File: src/rtl/pwm_bright_pkg.sv
package pwm_bright_pkg;

  typedef struct packed {
    logic advance;    // step the counter this cycle
    logic clear;      // force the counter to zero
    logic outEnable;  // channels may conduct
  } pwmStrobe_t;

  typedef enum logic [1:0] {
    MODE_FULL    = 2'b00,
    MODE_EXT     = 2'b01,
    MODE_HALF    = 2'b10,
    MODE_QUARTER = 2'b11
  } clkMode_e;

endpackage

File: src/rtl/pwm_bright_ctrl.sv
module pwm_bright_ctrl
  import pwm_bright_pkg::*;
#(
  parameter int PRE_BITS = 2
) (
  input  logic       clk,
  input  logic       rstN,
  input  logic       masterTick,
  input  logic       extClkEdge,
  input  logic [1:0] clkMode,
  input  logic       oeN,
  input  logic       thermFault,
  input  logic       uvFault,
  output pwmStrobe_t strb
);

  logic [PRE_BITS-1:0] preCnt;
  logic                oePrev;
  logic                tickSel;
  logic                oeRise;

  // prescaler counts master strobes since reset
  always_ff @(posedge clk or negedge rstN) begin
    if (!rstN)           preCnt <= '0;
    else if (masterTick) preCnt <= preCnt + 1'b1;
  end

  always_ff @(posedge clk or negedge rstN) begin
    if (!rstN) oePrev <= 1'b1;
    else       oePrev <= oeN;
  end

  always_comb begin
    case (clkMode_e'(clkMode))
      MODE_FULL:    tickSel = masterTick;
      MODE_EXT:     tickSel = extClkEdge;
      MODE_HALF:    tickSel = masterTick & preCnt[0];
      MODE_QUARTER: tickSel = masterTick & (&preCnt[1:0]);
      default:      tickSel = 1'b0;
    endcase
  end

  assign oeRise         = oeN & ~oePrev;
  assign strb.clear     = uvFault | oeRise;
  assign strb.advance   = tickSel & ~oeN & ~uvFault;
  assign strb.outEnable = ~oeN & ~thermFault & ~uvFault;

  assert_ext_ignores_master_R7: assert property (@(posedge clk) disable iff (!rstN)
    (clkMode == MODE_EXT && !extClkEdge) |-> !strb.advance);

  assert_quarter_spacing_R7: assert property (@(posedge clk) disable iff (!rstN)
    (clkMode == MODE_QUARTER && $past(clkMode) == MODE_QUARTER && strb.advance)
      |=> !strb.advance);

  assert_no_step_when_off_R4: assert property (@(posedge clk) disable iff (!rstN)
    (oeN || uvFault) |-> !strb.advance);

endmodule

File: src/rtl/pwm_bright_dp.sv
module pwm_bright_dp
  import pwm_bright_pkg::*;
#(
  parameter int CHANNELS = 3,
  parameter int PWM_BITS = 10
) (
  input  logic                         clk,
  input  logic                         rstN,
  input  pwmStrobe_t                   strb,
  input  logic [CHANNELS*PWM_BITS-1:0] level,
  output logic [CHANNELS-1:0]          chanOn
);

  localparam logic [PWM_BITS-1:0] LEVEL_FULL = {PWM_BITS{1'b1}};

  logic [PWM_BITS-1:0] cnt;

  always_ff @(posedge clk or negedge rstN) begin
    if (!rstN)             cnt <= '0;
    else if (strb.clear)   cnt <= '0;
    else if (strb.advance) cnt <= cnt + 1'b1;
  end

  for (genvar g = 0; g < CHANNELS; g++) begin : gChan
    logic [PWM_BITS-1:0] lvl;
    assign lvl       = level[g*PWM_BITS +: PWM_BITS];
    assign chanOn[g] = strb.outEnable && (lvl != '0) && (cnt <= lvl);

    assert_full_code_on_R3: assert property (@(posedge clk) disable iff (!rstN)
      (strb.outEnable && lvl == LEVEL_FULL) |-> chanOn[g]);
  end

  assert_clear_zero_R5: assert property (@(posedge clk) disable iff (!rstN)
    strb.clear |=> (cnt == '0));

  assert_step_by_one_R1: assert property (@(posedge clk) disable iff (!rstN)
    (strb.advance && !strb.clear) |=> (cnt == $past(cnt) + 1'b1));

  assert_hold_no_tick_R4: assert property (@(posedge clk) disable iff (!rstN)
    (!strb.advance && !strb.clear) |=> $stable(cnt));

endmodule

File: src/rtl/pwm_bright_gen.sv
module pwm_bright_gen
  import pwm_bright_pkg::*;
#(
  parameter int CHANNELS = 3,
  parameter int PWM_BITS = 10,
  parameter int PRE_BITS = 2
) (
  input  logic                         clk,
  input  logic                         rstN,
  input  logic                         masterTick,
  input  logic                         extClkEdge,
  input  logic [1:0]                   clkMode,
  input  logic                         oeN,
  input  logic                         thermFault,
  input  logic                         uvFault,
  input  logic [CHANNELS*PWM_BITS-1:0] level,
  output logic [CHANNELS-1:0]          chanOn
);

  pwmStrobe_t strb;

  pwm_bright_ctrl #(.PRE_BITS(PRE_BITS)) i_ctrl (
    .clk        (clk),
    .rstN       (rstN),
    .masterTick (masterTick),
    .extClkEdge (extClkEdge),
    .clkMode    (clkMode),
    .oeN        (oeN),
    .thermFault (thermFault),
    .uvFault    (uvFault),
    .strb       (strb)
  );

  pwm_bright_dp #(.CHANNELS(CHANNELS), .PWM_BITS(PWM_BITS)) i_dp (
    .clk    (clk),
    .rstN   (rstN),
    .strb   (strb),
    .level  (level),
    .chanOn (chanOn)
  );

  assert_blank_when_disabled_R6: assert property (@(posedge clk) disable iff (!rstN)
    (oeN || thermFault || uvFault) |-> (chanOn == '0));

endmodule

File: config.mk
export PLATFORM = sky130hd
export DESIGN_NAME = pwm_bright_gen
export DESIGN_NICKNAME = d
export VERILOG_FILES = /design/src/rtl/pwm_bright_pkg.sv /design/src/rtl/pwm_bright_ctrl.sv /design/src/rtl/pwm_bright_dp.sv /design/src/rtl/pwm_bright_gen.sv
export SDC_FILE = /design/constraint.sdc
export NUM_CORES = 1
export LEC_CHECK = 0
export BUFFER_PORTS_ARGS = -buffer_cell sky130_fd_sc_hd__buf_4
export CAP_MARGIN = 20
export CORE_MARGIN = 10
export CORE_UTILIZATION = 51
export DETAILED_ROUTE_END_ITERATION = 10
export GPL_TIMING_DRIVEN = 0
export PLACE_DENSITY_LB_ADDON = 0.12
export REMOVE_ABC_BUFFERS = 1
export SYNTH_ARGS = -nofsm -noshare
export SYNTH_HDL_FRONTEND = slang
export SYNTH_HIERARCHICAL = 1
export SYNTH_SLANG_ARGS = --single-unit
File: constraint.sdc
create_clock -name clk -period 3.92 [get_ports clk]
set_input_delay 0.784 -clock clk [delete_from_list [all_inputs] [get_ports clk]]
set_output_delay 0.784 -clock clk [all_outputs]
set_load 0.005 [all_outputs]
==> results of run 1 <==
==> cell type report <==
| type | count | area [um2] | area share, % |
|---|---|---|---|
| Multi-Input combinational cell | 127 | 1010 | 55.2 |
| Sequential cell | 13 | 327 | 17.8 |
| Timing Repair Buffer | 41 | 308 | 16.8 |
| Inverter | 32 | 120 | 6.56 |
| Tap cell | 31 | 38.8 | 2.12 |
| Clock buffer | 4 | 26.3 | 1.44 |
==> sequential cells by signal (all words and copies together) (netlist names) <==
name,flops
i_dp/cnt,10
i_ctrl/preCnt,2
i_ctrl/oePrev,1
==> metal layers <==
metal | vias to the layer above | global-route usage (%)
met5 | - | 0
met4 | 0 | 3.52
met3 | 4 | 5.52
met2 | 32 | 25.4
met1 | 660 | 14.0
li1 | 713 | -
==> worst max-delay path, cell delays in order <==
cell	delay, ns
sky130_fd_sc_hd__buf_4	0.08
sky130_fd_sc_hd__inv_1	0.03
sky130_fd_sc_hd__ha_1	0.29
sky130_fd_sc_hd__a211oi_1	0.25
sky130_fd_sc_hd__nor2_1	0.08
sky130_fd_sc_hd__a2111o_1	0.38
sky130_fd_sc_hd__a31oi_1	0.18
sky130_fd_sc_hd__buf_4	0.14
==> kinds of logic (layout without fill, tap and decap cells) <==
family                     Yosys count  in the layout  share of synthesized area, %
buffers and inverters               34             77                          8.94
adders and majority gates           32             32                          27.3
AOI/OAI and AO/OA                   35             35                          16.2
and+or+nand+nor                     50             50                          19.2
muxes                                2              2                          1.45
DFF                                 13             13                          22.2
xor gates and xnor gates             8              8                          4.77
==> worst paths after layout <==
kind	slack [ns]	endpoint	start	cells past startpoint
setup reg to reg	1.61	i_dp/cnt[8]$_DFFE_PN0P_	i_ctrl/preCnt[0]$_DFFE_PN0P_	6
hold reg to reg	0.49	i_ctrl/preCnt[0]$_DFFE_PN0P_	i_ctrl/preCnt[0]$_DFFE_PN0P_	1
setup / recovery	0.92	chanOn[1]	level[13]	8
max in group asynchronous	3.36	i_ctrl/oePrev$_DFF_PN1_	rstN	1
hold / removal	0.33	i_dp/cnt[7]$_DFFE_PN0P_	rstN	1
min in group clk	0.49	i_ctrl/preCnt[0]$_DFFE_PN0P_	i_ctrl/preCnt[0]$_DFFE_PN0P_	1
==> cells in the final DEF, fill, tap and decap left out, types with 2 or more instances in the layout <==
| cell type | instances |
|---|---|
| sky130_fd_sc_hd__nand3_1 | 3 |
| sky130_fd_sc_hd__ha_1 | 32 |
| sky130_fd_sc_hd__xor2_1 | 4 |
| sky130_fd_sc_hd__a21o_1 | 4 |
| sky130_fd_sc_hd__or3_1 | 2 |
| sky130_fd_sc_hd__o21ai_0 | 8 |
| sky130_fd_sc_hd__a31oi_1 | 4 |
| sky130_fd_sc_hd__a211oi_1 | 3 |
| sky130_fd_sc_hd__inv_1 | 32 |
| sky130_fd_sc_hd__nor4b_2 | 2 |
| sky130_fd_sc_hd__buf_4 | 41 |
| sky130_fd_sc_hd__nor2_1 | 15 |
| sky130_fd_sc_hd__o41ai_1 | 3 |
| sky130_fd_sc_hd__nand2b_1 | 3 |
| sky130_fd_sc_hd__a21oi_1 | 9 |
| sky130_fd_sc_hd__nand2_1 | 5 |
| sky130_fd_sc_hd__xnor2_1 | 4 |
| sky130_fd_sc_hd__or4_1 | 3 |
| sky130_fd_sc_hd__clkbuf_4 | 3 |
| sky130_fd_sc_hd__nand4_1 | 13 |
| sky130_fd_sc_hd__a2111o_1 | 3 |
| sky130_fd_sc_hd__dfrtp_1 | 12 |
==> per-stage QoR <==
step | total power, W | util (%) | hold WS (ns) | worst slack (ns) | area, um2
2_1_floorplan | 0.000210 | - | 0.461 | 1.20 | 1460
3_3_place_gp | 0.000254 | 65.4 | 0.476 | 0.965 | 1800
3_5_place_dp | 0.000261 | 65.4 | 0.485 | 0.922 | 1800
4_1_cts | 0.000344 | 66.4 | 0.332 | 0.907 | 1830
5_1_grt | 0.000365 | 66.4 | 0.328 | 0.794 | 1830
6_report | 0.000339 | 66.4 | 0.333 | 0.915 | 1830
==> power by group <==
| part | switching [W] | internal [W] | total (W) |
|---|---|---|---|
| registers | 0.00000812 | 0.000146 | 0.000155 |
| clock network | 0.0000423 | 0.0000394 | 0.0000818 |
| logic | 0.0000464 | 0.0000561 | 0.000103 |
| total | 0.0000969 | 0.000242 | 0.000339 |
==> run metrics, run 1 <==
top cell types by occurrence after synthesis sky130_fd_sc_hd__ha_1, sky130_fd_sc_hd__inv_1, sky130_fd_sc_hd__nor2_1; maximum frequency from static timing analysis 0.333 GHz; relative slew slack 51.2%; Core Rows 19; post-route minimum period 3.00 ns; routed len/inst 15.1 um; Horiz. Die Dim 73.7 um; CTS tree built; total of buffers placed on input and output ports 41; Static Leak ~1.0 nW; highest routing layer actually used met4; number of antenna violations at the first check in global routing 0; cts bufs inserted 3; Post-layout nets 289; DRT antenna net count 0; crit path DAT 2.22 ns; number of max-cap violations 0; met1 wire length around 1600 um; part of the cycle the worst path needs 76.7%; fraction of final layout cells sized beyond drive strength 1 a little under a quarter; Total Routing Usage GR between 10 and 15%; RSZ-0062 raised after global routing no; power density over cell area 185 mW/mm2; required time of the worst setup path 3.14 ns; cell area after synthesis between 0.001 and 0.0015 mm2; ports placed on the boundary 42; type of destination of the critical path output port; routed via count 1409; Starting DRT DRC Count 20; number of synthesized register bits 13; count of flip-flops with a built-in enable after synthesis 0; CTS clk-pin slew, worst paths around 0.08 ns; dominant synthesized flop cell sky130_fd_sc_hd__dfrtp_1; HPWL reported at the end of detailed placement 3150 um; number of clock sinks seen by CTS 13; CTS Hold Buffers Added 0; count of final hold-check violations 0; WL met2 about 1900 um; length of routed met3 wiring 271 um; worst clock skew 0.00575 ns; Synth top area share between 20 and 30%; most area-consuming cells after synthesis sky130_fd_sc_hd__ha_1, sky130_fd_sc_hd__dfrtp_1, sky130_fd_sc_hd__inv_1; growth of design area from synthesis to finish 24.6%; number of distinct standard cells referenced by the synthesized netlist 30; wire length of the first global-routing pass 6170 um; number of post-CTS setup repair buffers 0; cells resized by post-CTS repair 0; number of non-filler instances in the completed layout 248; largest fanout of any net on the critical path 2; synthesized area per cell 8.44 um2; proportion of synthesized flip-flops having asynchronous set or reset 100%; number of setup violations in the final report 0; cell type contributing the most total cell area after synthesis sky130_fd_sc_hd__ha_1; Cell Count Post-Placement roughly 240; critical path class in2out; Final Wtd Congestion 0.836; clock latency at the later pin of the worst-skew pair 0.27 ns; Worst IR Drop VDD 0.000281 V; Yosys warnings 6; number of remaining DRC errors 0; area inside the core boundary 0.00276 mm2; status completed; routed vias/inst 5.68; Hold WC Path Type in2async; pin count of the biggest net entering global routing 14; number of fillers in the final layout 247; antenna cell count 0; initial core utilization 53.3%; number of global-route vias before repair approximately 1500; Longest Clk Path Bufs 2; height of the die 73.7 um; wire length reported by the detailed router 3750 um; number of iterations in the first detailed-routing pass 4; synthesized netlist cell count 174; kind of start point of the critical path input port; area of the die 0.00543 mm2; global route total overflow 0; Setup TNS Final 0 ns; fraction of the yosys area taken by sequential cells 22.2%; Max Slew Vio Count 0; master cell of the clock root buffer sky130_fd_sc_hd__clkbuf_4; deepest level of the CTS H-tree 1; Worst Max-Slew Pin Slew 0.731 ns
Note: power is estimated with default switching activity, not from simulation.
==> run 2: changes to the inputs <==
ABC_AREA = 1   (was unset)
CORE_UTILIZATION = 48   (was 51)
clock period = 2.75 ns   (was 3.92 ns; I/O delays follow)
==> run metrics, run 2 <==
Post-layout nets 364 (was 289); proportion of synthesized flip-flops having asynchronous set or reset 100% (unchanged); DRT antenna net count 0 (unchanged); Worst IR Drop VDD 0.000428 V (was 0.000281 V); Worst Max-Slew Pin Slew 0.614 ns (was 0.731 ns); wire length of the first global-routing pass 6400 um (was 6170 um); CTS clk-pin slew, worst paths 0.08 ns (about the same); dominant synthesized flop cell sky130_fd_sc_hd__dfrtp_1 (unchanged); number of global-route vias before repair 1541 (was 1467); cell with the largest stage delay on the worst path sky130_fd_sc_hd__dfrtp_1 (was sky130_fd_sc_hd__a2111o_1); synthesized netlist cell count 247 (was 174); register with the highest flop count i_dp/cnt (unchanged); switching power total 0.000143 W (was 0.0000969 W); growth of design area from synthesis to finish 24.2% (was 24.6%); largest delay contributor family on the critical path flip-flops (was compound AO/OA/AOI/OAI gates); top cell types by occurrence after synthesis sky130_fd_sc_hd__nand2_1, sky130_fd_sc_hd__inv_1, sky130_fd_sc_hd__ha_1 (was sky130_fd_sc_hd__ha_1, sky130_fd_sc_hd__inv_1, sky130_fd_sc_hd__nor2_1); cell type contributing the most total cell area after synthesis sky130_fd_sc_hd__ha_1 (unchanged); cell area after synthesis 0.00161 mm2 (was 0.00147 mm2); flip-flop count of the largest register, all copies and words added 10 (unchanged); portion of total power attributed to the clock network 23.2% (was 24.1%); antenna cell count 0 (unchanged); area inside the core boundary 0.00313 mm2 (was 0.00276 mm2); most area-consuming cells after synthesis sky130_fd_sc_hd__ha_1, sky130_fd_sc_hd__dfrtp_1, sky130_fd_sc_hd__nand2_1 (was sky130_fd_sc_hd__ha_1, sky130_fd_sc_hd__dfrtp_1, sky130_fd_sc_hd__inv_1); switching power as a share of total power 29.3% (was 28.6%); pin count of the biggest net entering global routing 14 (unchanged); routed len/inst 10.9 um (was 15.1 um); Synth top area share 24.9% (was 27.3%); initial core utilization 51.5% (was 53.3%); Reg power frac 45.1% (was 45.6%); part of the cycle the worst path needs 82.3%; CTS tree built (unchanged); area of the die 0.00607 mm2 (was 0.00543 mm2); required time of the worst setup path 2.20 ns (was 3.14 ns); worst reg-to-reg setup slack 1.09 ns (was 1.61 ns); clock latency at the later pin of the worst-skew pair 0.27 ns (about the same); count of flip-flops with a built-in enable after synthesis 0 (unchanged); largest stage delay on the critical path 0.48 ns (was 0.38 ns); routed vias/inst 4.63 (was 5.68); cell depth of the worst setup path 6 (was 8); most frequent cell after synthesis sky130_fd_sc_hd__nand2_1; Yosys warnings 6 (unchanged); height of the die 77.9 um (was 73.7 um); relative slew slack 58.8% (was 51.2%); largest fanout of any net on the critical path 6 (was 2); synthesized area per cell 6.52 um2 (was 8.44 um2); cells resized by post-CTS repair 0 (unchanged); number of distinct standard cells referenced by the synthesized netlist 23 (was 30); CTS Hold Buffers Added 0 (unchanged); number of clock sinks seen by CTS 13 (unchanged); kind of start point of the critical path flip-flop (was input port); maximum frequency from static timing analysis 0.442 GHz; Max Slew Vio Count 0 (unchanged); fraction of final layout cells sized beyond drive strength 1 19.2% (was 22.6%); crit path DAT 1.71 ns (was 2.22 ns); worst clock skew 0.00444 ns (was 0.00575 ns); master cell of the clock root buffer sky130_fd_sc_hd__clkbuf_4 (unchanged); number of remaining DRC errors 0 (unchanged); routed via count 1555 (was 1409); RSZ-0062 raised after global routing no (unchanged); HPWL reported at the end of detailed placement 3060 um (was 3150 um); number of iterations in the first detailed-routing pass 4 (unchanged); Hold WC Path Type in2async (unchanged); total of buffers placed on input and output ports 41 (unchanged); cts bufs inserted 3 (unchanged); fraction of power consumed by combinational cells 31.6% (was 30.3%); global route total overflow 0 (unchanged); most common library cell in the layout ignoring fill and taps sky130_fd_sc_hd__nand2_1 (was sky130_fd_sc_hd__buf_4); Total Power 0.000489 W (was 0.000339 W); most used cells in the layout excluding fill and tap cells sky130_fd_sc_hd__nand2_1, sky130_fd_sc_hd__inv_1, sky130_fd_sc_hd__buf_4 (was sky130_fd_sc_hd__buf_4, sky130_fd_sc_hd__inv_1, sky130_fd_sc_hd__ha_1); fraction of the yosys area taken by sequential cells 20.3% (was 22.2%); Static Leak 1.23 nW (was 1.01 nW); critical path class reg2out (was in2out); Total Routing Usage GR 12.4% (was 13.8%); Starting DRT DRC Count 61 (was 20); Final Wtd Congestion 0.794 (was 0.836); Buf/Inv on CP 1 (was 3); deepest level of the CTS H-tree 1 (unchanged); Longest Clk Path Bufs 2 (unchanged); Int Pwr 0.000346 W (was 0.000242 W); cells traversed along the worst timing path ha_1 > nand2_1 > nor2_1 > nand4_1 > a21oi_1 > buf_4 (was buf_4 > inv_1 > ha_1 > a211oi_1 > nor2_1 > a2111o_1 > a31oi_1 > buf_4); wire length reported by the detailed router 3660 um (was 3750 um); number of post-CTS setup repair buffers 0 (unchanged); number of antenna violations at the first check in global routing 0 (unchanged); number of max-cap violations 0 (unchanged); power density over cell area 245 mW/mm2 (was 185 mW/mm2); ports placed on the boundary 42 (unchanged); post-route minimum period roughly 2.3 ns; status completed (unchanged); Regs by FF count i_dp/cnt (10), i_ctrl/preCnt (2), i_ctrl/oePrev (1) (unchanged); number of setup violations in the final report 0 (unchanged); path depth of the worst reg2reg path 12 (was 6); Setup TNS Final 0 ns (unchanged); number of fillers in the final layout 315 (was 247); type of destination of the critical path output port (unchanged); number of synthesized register bits 13 (unchanged); count of final hold-check violations 0 (unchanged); Horiz. Die Dim 77.9 um (was 73.7 um); Core Rows 20 (was 19)
[run 2: cell count changes after synthesis, moves of 4 or more]
| cell | change |
|---|---|
| sky130_fd_sc_hd__nand3_1 | +11 |
| sky130_fd_sc_hd__nor2_1 | +9 |
| sky130_fd_sc_hd__nand2_1 | +55 |
| sky130_fd_sc_hd__inv_1 | +26 |
| sky130_fd_sc_hd__a21oi_1 | +6 |
| sky130_fd_sc_hd__nand4_1 | -6 |
| sky130_fd_sc_hd__a21o_1 | -4 |
| sky130_fd_sc_hd__xnor2_1 | -4 |
[run 2: path summary, 6_finish.rpt]
kind                                                    from                      endpoint
worst max-delay path                 i_dp/cnt[5]$_DFFE_PN0P_                     chanOn[1]
worst min-delay path                                    rstN       i_dp/cnt[1]$_DFFE_PN0P_
worst max register to register  i_ctrl/preCnt[0]$_DFFE_PN0P_       i_dp/cnt[8]$_DFFE_PN0P_
worst min register to register  i_ctrl/preCnt[0]$_DFFE_PN0P_  i_ctrl/preCnt[0]$_DFFE_PN0P_
max in group asynchronous                               rstN       i_ctrl/oePrev$_DFF_PN1_
min in group clk                                         oeN       i_ctrl/oePrev$_DFF_PN1_
[run 2: stage by stage]
| step | cell area [um2] | hold WS, ns | cells | worst slack, ns | utilization, % |
|---|---|---|---|---|---|
| finish | 2000 | 0.111 | 336 | 0.488 | 63.9 |
| floorplan | 1610 | 0.254 | 247 | 0.865 | - |
| global placement | 1970 | 0.402 | 332 | 0.536 | 63.1 |
| CTS | 2000 | 0.106 | 336 | 0.454 | 63.9 |
| detailed placement | 1970 | 0.403 | 332 | 0.501 | 63.1 |
| global route | 2000 | 0.107 | 336 | 0.285 | 63.9 |
[run 2: layout make-up]
class	count	area, um2	area share (%)
multi-input combinational	174	1060	52.9
sequential	13	327	16.3
timing repair buffer	41	308	15.4
inverter	60	226	11.3
tap	44	55.1	2.75
clock buffer	4	26.3	1.31
[run 2: cells by family (layout without fill, tap and decap cells)]
family | after synthesis | after routing | synth area share (%)
AOI/OAI and AO/OA | 24 | 24 | 7.54
xor gates and xnor gates | 1 | 1 | 0.544
adders and majority gates | 32 | 32 | 24.9
buffers and inverters | 60 | 105 | 14.1
DFF | 13 | 13 | 20.3
muxes | 1 | 1 | 0.699
and+or+nand+nor | 116 | 116 | 32.0
[run 2: power groups by stage]
stage / sequential (W) / combinational, W / clock, W
6_report: 0.000221 / 0.000155 / 0.000114
5_1_grt: 0.000223 / 0.000186 / 0.000127
4_1_cts: 0.000221 / 0.000157 / 0.000119
3_5_place_dp: 0.000225 / 0.000156 / 0
3_3_place_gp: 0.000225 / 0.000154 / 0
2_1_floorplan: 0.000223 / 0.0000886 / 0
[run 2: metal layers]
metal | global-route usage (%) | vias to the layer above | routed length [um]
met5 | 0 | - | 0
met4 | 0.717 | 0 | 8
met3 | 3.00 | 2 | 144
met2 | 23.1 | 21 | 1760
met1 | 14.6 | 663 | 1760
li1 | - | 869 | -
